`src/rtl/bsb_pkg.sv`:
```
package bsb_pkg;

  typedef enum logic [1:0] {
    ST_IDLE = 2'd0,
    ST_LAG  = 2'd1,
    ST_WAIT = 2'd2,
    ST_ACK  = 2'd3
  } bsb_state_e;

  localparam logic [1:0] SZ_LONG   = 2'b00;
  localparam logic [1:0] SZ_BYTE   = 2'b01;
  localparam logic [1:0] SZ_WORD   = 2'b10;
  localparam logic [1:0] SZ_TRIPLE = 2'b11;

  localparam logic [1:0] ACK_IDLE_N   = 2'b11;
  localparam logic [1:0] ACK_PORT16_N = 2'b01;

  typedef struct packed {
    logic upper;
    logic lower;
  } lane_t;

  // Byte lanes of a 16-bit port touched by an access, active high.
  function automatic lane_t lane_select(input logic [1:0] siz, input logic a0);
    lane_t l;
    l.upper = (a0 == 1'b0);
    l.lower = (a0 == 1'b1) || (siz != SZ_BYTE);
    return l;
  endfunction

endpackage

```
`src/rtl/bsb_sync.sv`:
```
module bsb_sync #(
  parameter int STAGES = 2,
  parameter bit IDLE_VAL = 1'b1
) (
  input  logic clk,
  input  logic rst_n,
  input  logic d_async,
  output logic q_sync
);
  logic [STAGES-1:0] chain;

  always_ff @(posedge clk) begin
    if (!rst_n) chain <= {STAGES{IDLE_VAL}};
    else        chain <= {chain[STAGES-2:0], d_async};
  end

  assign q_sync = chain[STAGES-1];
endmodule

```
`src/rtl/bsb_lane_dec.sv`:
```
module bsb_lane_dec
  import bsb_pkg::*;
(
  input  logic       clk,
  input  logic       rst_n,
  input  logic       capture,
  input  logic [1:0] siz,
  input  logic [1:0] addr_lo,
  input  logic       rw,
  output lane_t      lane_q,
  output logic       rw_q
);
  lane_t lane_d;

  always_comb lane_d = lane_select(siz, addr_lo[0]);

  always_ff @(posedge clk) begin
    if (!rst_n) begin
      lane_q <= '0;
      rw_q   <= 1'b1;
    end else if (capture) begin
      lane_q <= lane_d;
      rw_q   <= rw;
    end
  end

  AST_LANE_NONEMPTY: assert property (@(posedge clk) disable iff (!rst_n)
    (lane_q.upper || lane_q.lower || $past(!rst_n) || !$past(capture) && !(lane_q.upper || lane_q.lower)));
endmodule

```
`src/rtl/bsb_seq.sv`:
```
module bsb_seq
  import bsb_pkg::*;
#(
  parameter int LAG_CLKS = 1
) (
  input  logic       clk,
  input  logic       rst_n,
  input  logic       start_req,
  input  logic       acc_released,
  input  logic       dtack_seen,
  output logic       capture,
  output logic       host_active,
  output logic       ack_active
);
  localparam int LAG_W = (LAG_CLKS < 2) ? 1 : $clog2(LAG_CLKS + 1);
  localparam logic [LAG_W-1:0] LAG_LAST = LAG_W'(LAG_CLKS - 1);

  bsb_state_e state_q, state_d;
  logic [LAG_W-1:0] lag_cnt_q, lag_cnt_d;

  always_comb begin
    state_d   = state_q;
    lag_cnt_d = lag_cnt_q;
    capture   = 1'b0;
    unique case (state_q)
      ST_IDLE: begin
        if (start_req) begin
          state_d   = ST_LAG;
          lag_cnt_d = '0;
          capture   = 1'b1;
        end
      end
      ST_LAG: begin
        if (acc_released)              state_d = ST_IDLE;
        else if (lag_cnt_q == LAG_LAST) state_d = ST_WAIT;
        else                           lag_cnt_d = lag_cnt_q + 1'b1;
      end
      ST_WAIT: begin
        if (acc_released)    state_d = ST_IDLE;
        else if (dtack_seen) state_d = ST_ACK;
      end
      ST_ACK: begin
        if (acc_released) state_d = ST_IDLE;
      end
      default: state_d = ST_IDLE;
    endcase
  end

  always_ff @(posedge clk) begin
    if (!rst_n) begin
      state_q   <= ST_IDLE;
      lag_cnt_q <= '0;
    end else begin
      state_q   <= state_d;
      lag_cnt_q <= lag_cnt_d;
    end
  end

  assign host_active = (state_q == ST_WAIT) || (state_q == ST_ACK);
  assign ack_active  = (state_q == ST_ACK);

  AST_ACK_FROM_WAIT: assert property (@(posedge clk) disable iff (!rst_n)
    $rose(ack_active) |-> $past(host_active));
  AST_NO_START_UNREQ: assert property (@(posedge clk) disable iff (!rst_n)
    $rose(capture) |-> start_req);
endmodule

```
`src/rtl/bus_stretch_bridge.sv`:
```
module bus_stretch_bridge
  import bsb_pkg::*;
#(
  parameter int LAG_CLKS    = 1,
  parameter int SYNC_STAGES = 2
) (
  input  logic       clk,
  input  logic       rst_n,
  input  logic       acc_as_n,
  input  logic       acc_ds_n,
  input  logic       acc_rw,
  input  logic [1:0] acc_siz,
  input  logic [1:0] acc_addr_lo,
  input  logic       host_dtack_n,
  output logic       host_as_n,
  output logic       host_uds_n,
  output logic       host_lds_n,
  output logic       host_rw,
  output logic [1:0] acc_dsack_n
);
  logic  dtack_sync_n;
  logic  start_req;
  logic  acc_released;
  logic  capture;
  logic  host_active;
  logic  ack_active;
  lane_t lane_q;
  logic  rw_q;

  assign start_req    = !acc_as_n && !acc_ds_n;
  assign acc_released = acc_as_n;

  bsb_sync #(.STAGES(SYNC_STAGES), .IDLE_VAL(1'b1)) u_sync (
    .clk     (clk),
    .rst_n   (rst_n),
    .d_async (host_dtack_n),
    .q_sync  (dtack_sync_n)
  );

  bsb_lane_dec u_dec (
    .clk     (clk),
    .rst_n   (rst_n),
    .capture (capture),
    .siz     (acc_siz),
    .addr_lo (acc_addr_lo),
    .rw      (acc_rw),
    .lane_q  (lane_q),
    .rw_q    (rw_q)
  );

  bsb_seq #(.LAG_CLKS(LAG_CLKS)) u_seq (
    .clk          (clk),
    .rst_n        (rst_n),
    .start_req    (start_req),
    .acc_released (acc_released),
    .dtack_seen   (!dtack_sync_n),
    .capture      (capture),
    .host_active  (host_active),
    .ack_active   (ack_active)
  );

  assign host_as_n   = !host_active;
  assign host_uds_n  = !(host_active && lane_q.upper);
  assign host_lds_n  = !(host_active && lane_q.lower);
  assign host_rw     = host_active ? rw_q : 1'b1;
  assign acc_dsack_n = ack_active ? ACK_PORT16_N : ACK_IDLE_N;

  AST_RESET_IDLE: assert property (@(posedge clk)
    !rst_n |=> (host_as_n && host_uds_n && host_lds_n && host_rw && acc_dsack_n == 2'b11));
  AST_ACK_PORT16: assert property (@(posedge clk) disable iff (!rst_n)
    (acc_dsack_n == 2'b11) || (acc_dsack_n == 2'b01));
  AST_ACK_IN_CYCLE: assert property (@(posedge clk) disable iff (!rst_n)
    !acc_dsack_n[1] |-> !host_as_n);
  AST_RELEASE: assert property (@(posedge clk) disable iff (!rst_n)
    acc_as_n |=> (host_as_n && host_uds_n && host_lds_n && acc_dsack_n == 2'b11));
  AST_RW_STABLE: assert property (@(posedge clk) disable iff (!rst_n)
    (!host_as_n && $past(!host_as_n)) |-> $stable(host_rw));
  AST_STROBE_QUALIFIED: assert property (@(posedge clk) disable iff (!rst_n)
    (!host_uds_n || !host_lds_n) |-> !host_as_n);

  generate
    if (LAG_CLKS == 1) begin : g_lag_chk
      AST_ONE_CLK_LAG: assert property (@(posedge clk) disable iff (!rst_n)
        ($fell(host_as_n) && !$past(!rst_n, 1) && !$past(!rst_n, 2))
          |-> $past(!acc_as_n && !acc_ds_n, 2));
    end
    if (SYNC_STAGES == 2) begin : g_sync_chk
      AST_SYNC_DEPTH: assert property (@(posedge clk) disable iff (!rst_n)
        ($fell(acc_dsack_n[1]) && !$past(!rst_n, 1) && !$past(!rst_n, 2) && !$past(!rst_n, 3))
          |-> $past(!host_dtack_n, 3));
    end
  endgenerate
endmodule

```
`config.mk`:
```
export PLATFORM = sky130hd
export DESIGN_NAME = bus_stretch_bridge
export DESIGN_NICKNAME = d
export VERILOG_FILES = /design/src/rtl/bsb_pkg.sv /design/src/rtl/bsb_sync.sv /design/src/rtl/bsb_lane_dec.sv /design/src/rtl/bsb_seq.sv /design/src/rtl/bus_stretch_bridge.sv
export SDC_FILE = /design/constraint.sdc
export NUM_CORES = 1
export LEC_CHECK = 0
export ABC_AREA = 1
export BUFFER_PORTS_ARGS = -buffer_cell sky130_fd_sc_hd__buf_2
export CAP_MARGIN = 20
export CORE_AREA = 4 4 41 43
export DETAILED_ROUTE_END_ITERATION = 10
export DIE_AREA = 0 0 45 47
export PLACE_DENSITY = 0.53
export RECOVER_POWER = 50
export SYNTH_ARGS = -nofsm -noshare
export SYNTH_HDL_FRONTEND = slang
export SYNTH_SLANG_ARGS = --single-unit
```
`constraint.sdc`:
```
create_clock -name clk -period 1.2 [get_ports clk]
set_clock_uncertainty 0.05 [all_clocks]
set_input_delay 0.36 -clock clk [delete_from_list [all_inputs] [get_ports clk]]
set_output_delay 0.36 -clock clk [all_outputs]
set_load 0.1 [all_outputs]
```
* Word-level counts from Yosys, hierarchy flattened
Index checks and enable logic that the tools add are counted.
** Word-level totals
- Register bits after elaboration :: 8
- Input port bits :: 10
** Cells by class
- Bitwise logic cells :: 1
- Equality and inequality tests :: 9
- Mux-type cells :: 15
- $add $sub $neg :: 1
- Reduce and logical (&&, ||, !) cells :: 14
** Operator list (number)
- $mux 2 :: 7
- $pmux 2 s4 :: 1
- $mux 1 :: 6
- $ne 2x2->1 const B :: 3
- $ne 3x3->1 const B :: 2
- $logic_not 1->1 :: 5
- $eq 2x2->1 const B :: 2
- $reduce_and 4->1 :: 1
- $logic_and 1x1->1 :: 3
- $reduce_and 3->1 :: 1
- $eq 2x1->1 const B :: 1
- $logic_not 2->1 :: 1
- $logic_or 1x1->1 :: 2
- $ne 2x1->1 const B :: 1
- $pmux 1 s2 :: 1
- $reduce_bool 2->1 :: 1
- $add 1x1->1 const B :: 1
- $not 1->1 :: 1

* Logic depth before layout (Yosys ltp)
Gate-level depths: netlist of run 1.
- Depth in word-level cells :: 4
- Gate-level depth with buffers :: 5

* Hierarchy
A second synthesis of run 1 with hierarchy kept.
** Second synthesis, totals
- Cells, all modules :: 56
- Area, all modules :: 354.1 µm²
** Modules (own cells, without submodules)
- bsb_seq :: cells an instance 24, sequential area each 40.0 µm², times used 1, area an instance 138.9 µm²
- bsb_lane_dec :: cells an instance 16, sequential area each 60.1 µm², times used 1, area an instance 118.9 µm²
- bsb_sync :: cells an instance 6, sequential area each 40.0 µm², times used 1, area an instance 55.1 µm²
- bus_stretch_bridge :: cells an instance 10, sequential area each 0.0 µm², times used 1, area an instance 41.3 µm²

* Worst setup path before layout of run 1
OpenSTA, ideal clock, no wires.
- Path type :: register -> output
- Start point :: register u_seq.state_q[1]
- End point :: output port host_rw
- Buffers on the path :: 0
- Path slack :: -0.714 ns
- Cell stages (with the launch flop) :: 3
- Arrival time :: 1.504 ns
- Cells stage by stage :: dfxtp_1 > inv_2 > or2_1
** Between the ends
- Cells in the longest elaborated chain, start to end :: 3
** Ends and longest elaborated chain
- start: declaration :: line bsb_seq.sv:18 : bsb_state_e state_q, state_d;
- start signal: assignment :: line bsb_seq.sv:54 : state_q <= state_d;
- $eq 2x2->1 :: line bsb_seq.sv:59 : assign host_active = (state_q == ST_WAIT) || (state_q == ST_ACK);
- $logic_or 1x1->1 (*) :: line bsb_seq.sv:59
- $mux 1 (*) :: line bus_stretch_bridge.sv:65 : assign host_rw = host_active ? rw_q : 1'b1;
- end: declaration :: line bus_stretch_bridge.sv:18 : output logic host_rw,
Every way passes the cells marked *; elsewhere a longest branch is shown, timed or not.

* Final worst setup path of run 1
Ends and elaborated chain as after synthesis.

==> results of run 1 <==
-- flip-flops by register name (all words and copies together) (netlist names) --
name / flops
u_dec.lane_q: 2
u_dec.rw_q: 1
u_sync.chain: 2
u_seq.state_q: 2
-- critical path: stages (launching register included) --
cell     delay [ns]
dfxtp_4        0.37
inv_8          0.03
or2_4          0.23
buf_12         0.16
-- metrics by stage --
step	power (mW)	cell area, µm²	instances
CTS	0.558	517	74
floorplan	0.316	324	41
detailed placement	0.344	475	70
finish	0.548	527	75
global placement	0.343	475	70
global route	0.595	527	75
-- per-layer routing --
| metal | global-route usage | share of wire | wire, µm | vias up |
|---|---|---|---|---|
| met4 | 0.0351 | 0.012 | 8 | 0 |
| li1 | - | - | - | 162 |
| met5 | 0 | 0 | 0 | - |
| met3 | 0.0690 | 0.098 | 63 | 2 |
| met1 | 0.0894 | 0.44 | 280 | 128 |
| met2 | 0.113 | 0.45 | 289 | 10 |
-- cell usage after synthesis --
cell type / count / area share
a21oi_1: 2 / 0.033
buf_4: 1 / 0.025
conb_1: 1 / 0.012
dfxtp_1: 7 / 0.46
inv_1: 5 / 0.062
inv_2: 1 / 0.012
nand2_1: 9 / 0.11
nand2_2: 1 / 0.021
nand3_1: 4 / 0.066
nor2_1: 3 / 0.037
nor2_2: 2 / 0.041
nor2_4: 1 / 0.037
nor3_1: 1 / 0.017
or2_1: 1 / 0.021
or2_2: 2 / 0.041
-- cells by family (layout without fill, tap and decap cells) --
group	count (synthesis)	after routing	share of synthesized area
and+or+nand+nor	24	24	0.393
buffers and inverters	7	26	0.0992
AOI/OAI and AO/OA	2	2	0.0331
other	1	1	0.0124
DFF	7	7	0.463
-- worst max-delay path by stage --
stage | startpoint | endpoint | slack (ns) | cells past startpoint
global placement | u_seq.state_q[1] | host_rw | -0.10 | 3
global route | u_seq.state_q[1] | host_rw | -0.29 | 3
floorplan | u_seq.state_q[1] | host_rw | -0.09 | 2
finish | u_seq.state_q[1] | host_rw | -0.25 | 3
detailed placement | u_seq.state_q[1] | host_rw | -0.10 | 3
CTS | u_seq.state_q[1] | host_rw | -0.26 | 3
-- power by group through the flow --
stage          Combinational [mW]  Sequential (mW)  Clock [mW]
5_1_grt                    0.0978            0.254       0.244
3_5_place_dp               0.0872            0.256           0
4_1_cts                    0.0882            0.252       0.218
3_3_place_gp               0.0868            0.256           0
2_1_floorplan              0.0588            0.257           0
6_report                   0.0889            0.252       0.207
-- what timing repair did --
action	in CTS	in global routing
buffers inserted	0	1
resized for setup	4	1
endpoints found under the setup margin	5	5
pin swaps	1	0
-- area by class of cell --
class / count / area, µm² / share of cell area
clock buffers: 4 / 26.3 / 0.0499
inverters: 6 / 30.0 / 0.0570
multi-input cells: 27 / 143 / 0.271
flip-flops and latches: 7 / 144 / 0.273
well taps: 15 / 18.8 / 0.0356
repair buffers: 16 / 165 / 0.314
-- cells in the final DEF (no fill, tap or decap) --
master / Yosys / routed
buf_2: 0 / 7
inv_1: 5 / 5
nor2_4: 1 / 1
dfxtp_4: 0 / 1
clkbuf_4: 0 / 3
buf_4: 1 / 2
or2_2: 2 / 2
nor2_2: 2 / 2
nor3_1: 1 / 1
conb_1: 1 / 1
dfxtp_1: 7 / 6
buf_6: 0 / 1
nand3_1: 4 / 4
nor2_1: 3 / 3
inv_8: 0 / 1
clkbuf_1: 0 / 2
nand2_2: 1 / 4
or2_4: 0 / 1
nand2_1: 9 / 6
buf_12: 0 / 5
a21oi_1: 2 / 2
==> impl_metrics.csv, run 1 <==
group,metric,value,unit
logic_synthesis,yosysUniqueCellTypes,15,
logic_synthesis,syn_area,303,µm²
pwr,powerDensity,1040,nW/µm²
critical_path,ff2ff_setup_slack,0.14,ns
outcome,failed_checks,"negative setup slack",
critical_path,worst-setup-path-type,"flop to primary output",
floorplanning,die_x,45,µm
floorplanning,row_count,13,
routing,drtIter0Drc,4,
global_route,antenna_found_initial,0,
finish,nets,71,
global_route,grt_overflow,0,
finish,fillers,134,
pwr,ir_drop,0.634,mV
sta,holdWs,0.250,ns
critical_path,arrival,1.04,ns
pwr,p_int,0.404,mW
pwr,switchingPower,0.143,mW
global_route,grtUsageTotal,0.0816,
clock_tree,clock_latency,0.25,ns
logic_synthesis,synth_seq_area_share,0.463,
finish,drive_above_1_share,0.500,
critical_path,critPathMaxFanout,2,
floorplanning,initial_core_util,0.233,
logic_synthesis,synth_nets,51,
placed_design,dpl.hpwl,520,µm
placed_design,post-place-ws,-0.104,ns
worst_hold_path,worstHoldStart,"host_dtack_n",
worst_hold_path,hold_end,"u_sync.chain[0]",
clock_tree,cts_tree,"built",
pwr,p_leak,0.248,nW
routing,routedWlPerCell,8.55,µm
sta,fmax,690,MHz
pwr,combPwrFrac,0.162,
sta,hold_viol,0,
pwr,seq_power_share,0.460,
logic_synthesis,yosys_warnings,0,
critical_path,cp-end-kind,"primary output",
global_route,grt_pass1_wl,1150,µm
sta,worst_slack,-0.250,ns
flow_run,max_cap_violations,0,
sta,finalSetupViolCount,5,
pwr,clock_power_share,0.378,
routing,drc,0,
finish,antennaDiodeCount,0,
clock_tree,htreeDepth,1,
floorplanning,coreArea,1300,µm²
critical_path,rr_startpoint,"u_seq.state_q[1]",
floorplanning,io-pin-count,16,
floorplanning,die_area,2120,µm²
logic_synthesis,synthCells,41,
routing,dr.pass1.iters,2,
logic_synthesis,ys_ff_latch,7,
sta,rsz0062_at_grt,"yes",
global_route,grt_max_degree,6,
clock_tree,cts.sinks,7,
clock_tree,cts_buffer_depth,2,
worst_hold_path,hold_path_depth,2,
sta,tns,-1.09,ns
worst_hold_path,min_path_type,"input pin to flop",
critical_path,ff2ff_path_depth,7,
clock_tree,cts_root_buf,"clkbuf_4",
sta,slew_viol_final,0,
routing,viasPerCell,4.03,
routing,antenna_left,0,
placed_design,gp_congestion,0.674,
critical_path,reg2reg_to,"u_seq.state_q[0]",
pwr,swShare,0.262,
outcome,outcome,"finished, violations left",
routing,vias,302,
sta,finalCriticalPeriod,1.45,ns
clock_tree,clk_pin_slew,0.05,ns
critical_path,critPathLaunchType,"flop",
critical_path,critical_path_required,0.79,ns
global_route,first_global_vias,279,
finish,syn_to_final_growth,74.0,%
logic_synthesis,avgSynthCellArea,7.39,µm²
clock_tree,holdBufCountCts,0,
clock_tree,numCtsBuffers,3,
placed_design,port_buffers,13,
routing,wl,641,µm
sta,period_share,1.21,
floorplanning,fp.dieH,47,µm
finish,fin_util,0.405,
No activity file was read; power rests on OpenSTA's default activity.
==> inputs of run 2 (changes only) <==
--- a/config.mk
+++ b/config.mk
@@ -11,7 +11,7 @@
 export CORE_AREA = 4 4 41 43
 export DETAILED_ROUTE_END_ITERATION = 10
 export DIE_AREA = 0 0 45 47
-export PLACE_DENSITY = 0.53
+export PLACE_DENSITY_LB_ADDON = 0.05
 export RECOVER_POWER = 50
 export SYNTH_ARGS = -nofsm -noshare
 export SYNTH_HDL_FRONTEND = slang
==> run 2 against run 1 <==
Largest power group unchanged. Total power down 0.19%. Critical path type unchanged. Register-to-register slack worse by 0.22 ns. Clock power about the same. Setup slack better by 0.00094 ns. Maximum frequency about the same. The run still ends with negative setup slack left. Via count down 4.0%.
==> impl_metrics.csv, run 2 (same netlist as run 1, synthesis figures left out) <==
group,metric,value,unit
critical_path,cp_cell_sequence,"inv_8 > or2_4 > buf_12",
outcome,outcome,"finished, violations left",
global_route,antenna_found_initial,0,
global_route,grt_overflow,0,
pwr,total_power,0.547,mW
floorplanning,initial_core_util,0.233,
critical_path,critPathMaxStageDelay,0.37,ns
outcome,failed_checks,"negative setup slack",
floorplanning,die_area,2120,µm²
finish,top_regs,"u_dec.lane_q x2, u_seq.state_q x2, u_sync.chain x2",
floorplanning,die_x,45,µm
critical_path,cp-end-kind,"primary output",
sta,slew_viol_final,0,
pwr,ir_drop,0.369,mV
routing,viasPerCell,3.92,
routing,drc,0,
routing,antenna_left,0,
critical_path,worst-setup-path-type,"flop to primary output",
finish,final_cells,74,
finish,drive_above_1_share,0.475,
clock_tree,htreeDepth,1,
placed_design,gp_congestion,0.668,
pwr,combPwrFrac,0.156,
critical_path,crit_buf_inv,2,
critical_path,critPathLaunchType,"flop",
clock_tree,numCtsBuffers,3,
critical_path,crit_slowest_cell,"dfxtp_4",
sta,fmax,690,MHz
worst_hold_path,min_path_type,"input pin to flop",
floorplanning,row_count,13,
finish,antennaDiodeCount,0,
routing,dr.pass1.iters,1,
clock_tree,cts_buffer_depth,2,
sta,hold_viol,0,
clock_tree,clock_latency,0.25,ns
floorplanning,coreArea,1300,µm²
clock_tree,cts.sinks,7,
sta,period_share,1.21,
sta,finalSetupViolCount,8,
clock_tree,clk_pin_slew,0.05,ns
floorplanning,fp.dieH,47,µm
pwr,p_int,0.401,mW
global_route,grt_pass1_wl,1150,µm
clock_tree,cts_tree,"built",
pwr,seq_power_share,0.459,
routing,wl,681,µm
pwr,powerDensity,1080,nW/µm²
sta,rsz0062_at_grt,"yes",
finish,nets,70,
global_route,grt_max_degree,6,
routing,drtIter0Drc,0,
global_route,grtUsageTotal,0.0823,
sta,tns,-1.22,ns
pwr,switchingPower,0.145,mW
critical_path,critPathTopFamily,"flip-flops",
pwr,p_leak,0.239,nW
finish,layout_commonest_cell,"buf_2",
floorplanning,io-pin-count,16,
critical_path,critPathMaxFanout,2,
finish,final_cell_mix,"buf_2, nand2_1, dfxtp_1",
placed_design,dp.cells,70,
critical_path,arrival,1.04,ns
routing,routedWlPerCell,9.20,µm
sta,worst_slack,-0.249,ns
pwr,swShare,0.266,
finish,stdcell_area,508,µm²
clock_tree,holdBufCountCts,0,
global_route,first_global_vias,277,
placed_design,dpl.hpwl,588,µm
clock_tree,cts_root_buf,"clkbuf_4",
routing,vias,290,
placed_design,dpl_cell_area,475,µm²
finish,syn_to_final_growth,67.8,%
placed_design,port_buffers,13,
pwr,clock_power_share,0.385,
critical_path,critical_path_required,0.79,ns
sta,finalCriticalPeriod,1.45,ns
finish,fillers,145,
flow_run,max_cap_violations,0,
## run 2: routing by layer
metal | part of all wire | track usage
met3 | 0.095 | 0.0575
met2 | 0.50 | 0.119
met1 | 0.40 | 0.0868
met5 | 0 | 0
met4 | 0 | 0.0526
## run 2: layout make-up
cell class / count / area, µm² / area share
Timing Repair Buffer: 15 / 154 / 0.303
Inverter: 6 / 30.0 / 0.0591
Tap cell: 15 / 18.8 / 0.0369
Clock buffer: 4 / 26.3 / 0.0517
Sequential cell: 7 / 144 / 0.283
Multi-Input combinational cell: 27 / 135 / 0.266
## run 2: final timing paths
kind / startpoint / endpoint / slack, ns / cells past startpoint
max: u_seq.state_q[1] / host_rw / -0.25 / 3
min: host_dtack_n / u_sync.chain[0] / 0.25 / 2
max reg2reg: u_seq.state_q[1] / u_dec.lane_q[0] / -0.08 / 5
min reg2reg: u_sync.chain[0] / u_sync.chain[1] / 0.36 / 1
## run 2: timing repair
item                                   4_1_cts  5_1_grt
cloned                                       0        0
endpoints found under the hold margin        0        0
pin swaps                                    1        0
buffers inserted                             0        0
setup endpoints to repair                    5        5
resized for setup                            4        0
## run 2: worst reg2reg max path: stages, from the launching register on
cell and delay, ns:
dfxtp_4 0.36, buf_4 0.16, nor2_1 0.27, nand3_1 0.18, nor2_1 0.12, nor2_1 0.04
## run 2: power by group through the flow
| stage | Sequential (mW) | Clock (mW) | Combinational (mW) |
|---|---|---|---|
| after floorplan | 0.257 | 0 | 0.0588 |
| after global placement | 0.256 | 0 | 0.0866 |
| after detailed placement | 0.257 | 0 | 0.0877 |
| after CTS | 0.252 | 0.224 | 0.0887 |
| after global routing | 0.253 | 0.242 | 0.0940 |
| final | 0.251 | 0.210 | 0.0852 |
## run 2: through the flow
| stage | utilization | setup WS (ns) | hold WS (ns) |
|---|---|---|---|
| floorplan | - | -0.0911 | 0.343 |
| global placement | 0.365 | -0.0991 | 0.346 |
| detailed placement | 0.365 | -0.106 | 0.348 |
| CTS | 0.397 | -0.261 | 0.238 |
| global route | 0.390 | -0.288 | 0.230 |
| finish | 0.390 | -0.249 | 0.248 |
==> inputs of run 3 (changes only) <==
--- a/config.mk
+++ b/config.mk
@@ -8,6 +8,8 @@
 export ABC_AREA = 1
 export BUFFER_PORTS_ARGS = -buffer_cell sky130_fd_sc_hd__buf_2
 export CAP_MARGIN = 20
+export CELL_PAD_IN_SITES_DETAIL_PLACEMENT = 0
+export CELL_PAD_IN_SITES_GLOBAL_PLACEMENT = 1
 export CORE_AREA = 4 4 41 43
 export DETAILED_ROUTE_END_ITERATION = 10
 export DIE_AREA = 0 0 45 47
==> run 3 against run 2 <==
The run still ends with negative setup slack left. Register-to-register slack better by 0.22 ns. Maximum frequency is 0.37% lower. Global-route usage hardly changed. First-iteration DRC count is 4 higher. Utilization is 1.6 points higher. Final area is 4.2% higher. Clock power hardly changed. Final cell count stayed put. Clock-buffer cell count stayed put. Critical endpoint unchanged.
==> impl_metrics.csv, run 3 (same netlist as run 1, synthesis figures left out) <==
group,metric,value,unit
critical_path,rr_startpoint,"u_seq.state_q[1]",
floorplanning,row_count,13,
pwr,powerDensity,1040,nW/µm²
floorplanning,die_area,2120,µm²
critical_path,worst-setup-path-type,"flop to primary output",
finish,antennaDiodeCount,0,
finish,final_cell_mix,"buf_2, nand2_1, dfxtp_1",
sta,fmax,687,MHz
finish,layout_commonest_cell,"buf_2",
sta,worst_slack,-0.255,ns
worst_hold_path,hold_end,"u_sync.chain[0]",
global_route,grt_pass1_wl,1150,µm
routing,antenna_left,0,
outcome,outcome,"finished, violations left",
routing,routedWlPerCell,10.1,µm
sta,period_share,1.21,
clock_tree,cts_root_buf,"clkbuf_4",
sta,finalSetupViolCount,5,
floorplanning,fp.dieH,47,µm
placed_design,port_buffers,13,
critical_path,ff2ff_path_depth,5,
finish,syn_to_final_growth,74.8,%
global_route,antenna_found_initial,0,
finish,drive_above_1_share,0.492,
sta,finalCriticalPeriod,1.45,ns
critical_path,ff2ff_setup_slack,0.14,ns
finish,top_regs,"u_dec.lane_q x2, u_seq.state_q x2, u_sync.chain x2",
finish,nets,70,
clock_tree,clock_latency,0.25,ns
clock_tree,cts_tree,"built",
routing,dr.pass1.iters,4,
flow_run,max_cap_violations,0,
routing,wl,745,µm
critical_path,crit_slowest_cell,"dfxtp_4",
global_route,first_global_vias,277,
global_route,grt_max_degree,6,
pwr,ir_drop,0.599,mV
global_route,grtUsageTotal,0.0822,
floorplanning,coreArea,1300,µm²
floorplanning,initial_core_util,0.233,
pwr,p_leak,0.269,nW
global_route,grt_overflow,0,
finish,fin_util,0.407,
sta,slew_viol_final,0,
clock_tree,holdBufCountCts,0,
floorplanning,io-pin-count,16,
floorplanning,die_x,45,µm
sta,hold_viol,0,
clock_tree,postCtsSetupBuffers,0,
routing,viasPerCell,4.14,
worst_hold_path,worstHoldStart,"host_dtack_n",
routing,drc,0,
critical_path,critPathMaxFanout,2,
sta,rsz0062_at_grt,"yes",
placed_design,dp.cells,70,
routing,vias,306,
finish,final_cells,74,
worst_hold_path,min_path_type,"input pin to flop",
critical_path,reg2reg_to,"u_dec.lane_q[0]",
routing,drtIter0Drc,4,
clock_tree,clk_pin_slew,0.05,ns
placed_design,dpl.hpwl,598,µm
critical_path,cp-end-kind,"primary output",
placed_design,gp_congestion,0.633,
clock_tree,cts_buffer_depth,2,
clock_tree,htreeDepth,1,
critical_path,critPathLaunchType,"flop",
worst_hold_path,hold_path_depth,2,
clock_tree,cts.sinks,7,
outcome,failed_checks,"negative setup slack",
critical_path,arrival,1.04,ns
critical_path,critPathMaxStageDelay,0.38,ns
clock_tree,numCtsBuffers,3,
critical_path,cp_cell_sequence,"inv_8 > or2_4 > buf_12",
critical_path,critical_path_required,0.79,ns
## run 3: power by group
group	switching (mW)	leakage, nW	internal, mW
logic	0.0559	0.196	0.0331
registers	0.00995	0.0584	0.244
clock network	0.0829	0.0150	0.127
## run 3: how the worst max path moves through the flow
stage | slack (ns) | cells past startpoint | to | from
after floorplan | -0.09 | 2 | host_rw | u_seq.state_q[1]
after global placement | -0.10 | 3 | host_rw | u_seq.state_q[1]
after detailed placement | -0.11 | 3 | host_rw | u_seq.state_q[1]
after CTS | -0.26 | 3 | host_rw | u_seq.state_q[1]
after global routing | -0.28 | 3 | host_rw | u_seq.state_q[1]
final | -0.25 | 3 | host_rw | u_seq.state_q[1]
## run 3: layout make-up
cell class	instances	area, µm²
Clock buffer	4	26.3
Fill cell	142	772
Inverter	6	30.0
Multi-Input combinational cell	27	153
Sequential cell	7	144
Tap cell	15	18.8
Timing Repair Buffer	15	158
## run 3: critical path: cells and delay by family (launching register included)
kind,cells,cell delay (ns)
and+or+nand+nor,1,0.23
buffers and inverters,2,0.19
DFF,1,0.38
## run 3: layer usage
layer  up-vias  part of all wire  global-route usage
li1        158                 -                   -
met1       133              0.41              0.0866
met2        11              0.48               0.124
met3         4             0.081              0.0383
met4         0             0.019              0.0702
met5         -                 0                   0
## run 3: stage by stage
stage	setup slack (ns)	instance area, µm²	hold slack [ns]	setup TNS (ns)	power, mW
2_1_floorplan	-0.0911	324	0.343	-0.0911	0.316
3_3_place_gp	-0.100	475	0.346	-0.100	0.343
3_5_place_dp	-0.108	475	0.348	-0.108	0.345
4_1_cts	-0.259	517	0.238	-1.18	0.562
5_1_grt	-0.276	529	0.246	-1.20	0.589
6_report	-0.255	529	0.245	-1.05	0.552
## run 3: what timing repair did
item	in CTS	in global routing
setup endpoints to repair	5	5
gates resized for setup	4	3
pin swaps	1	1
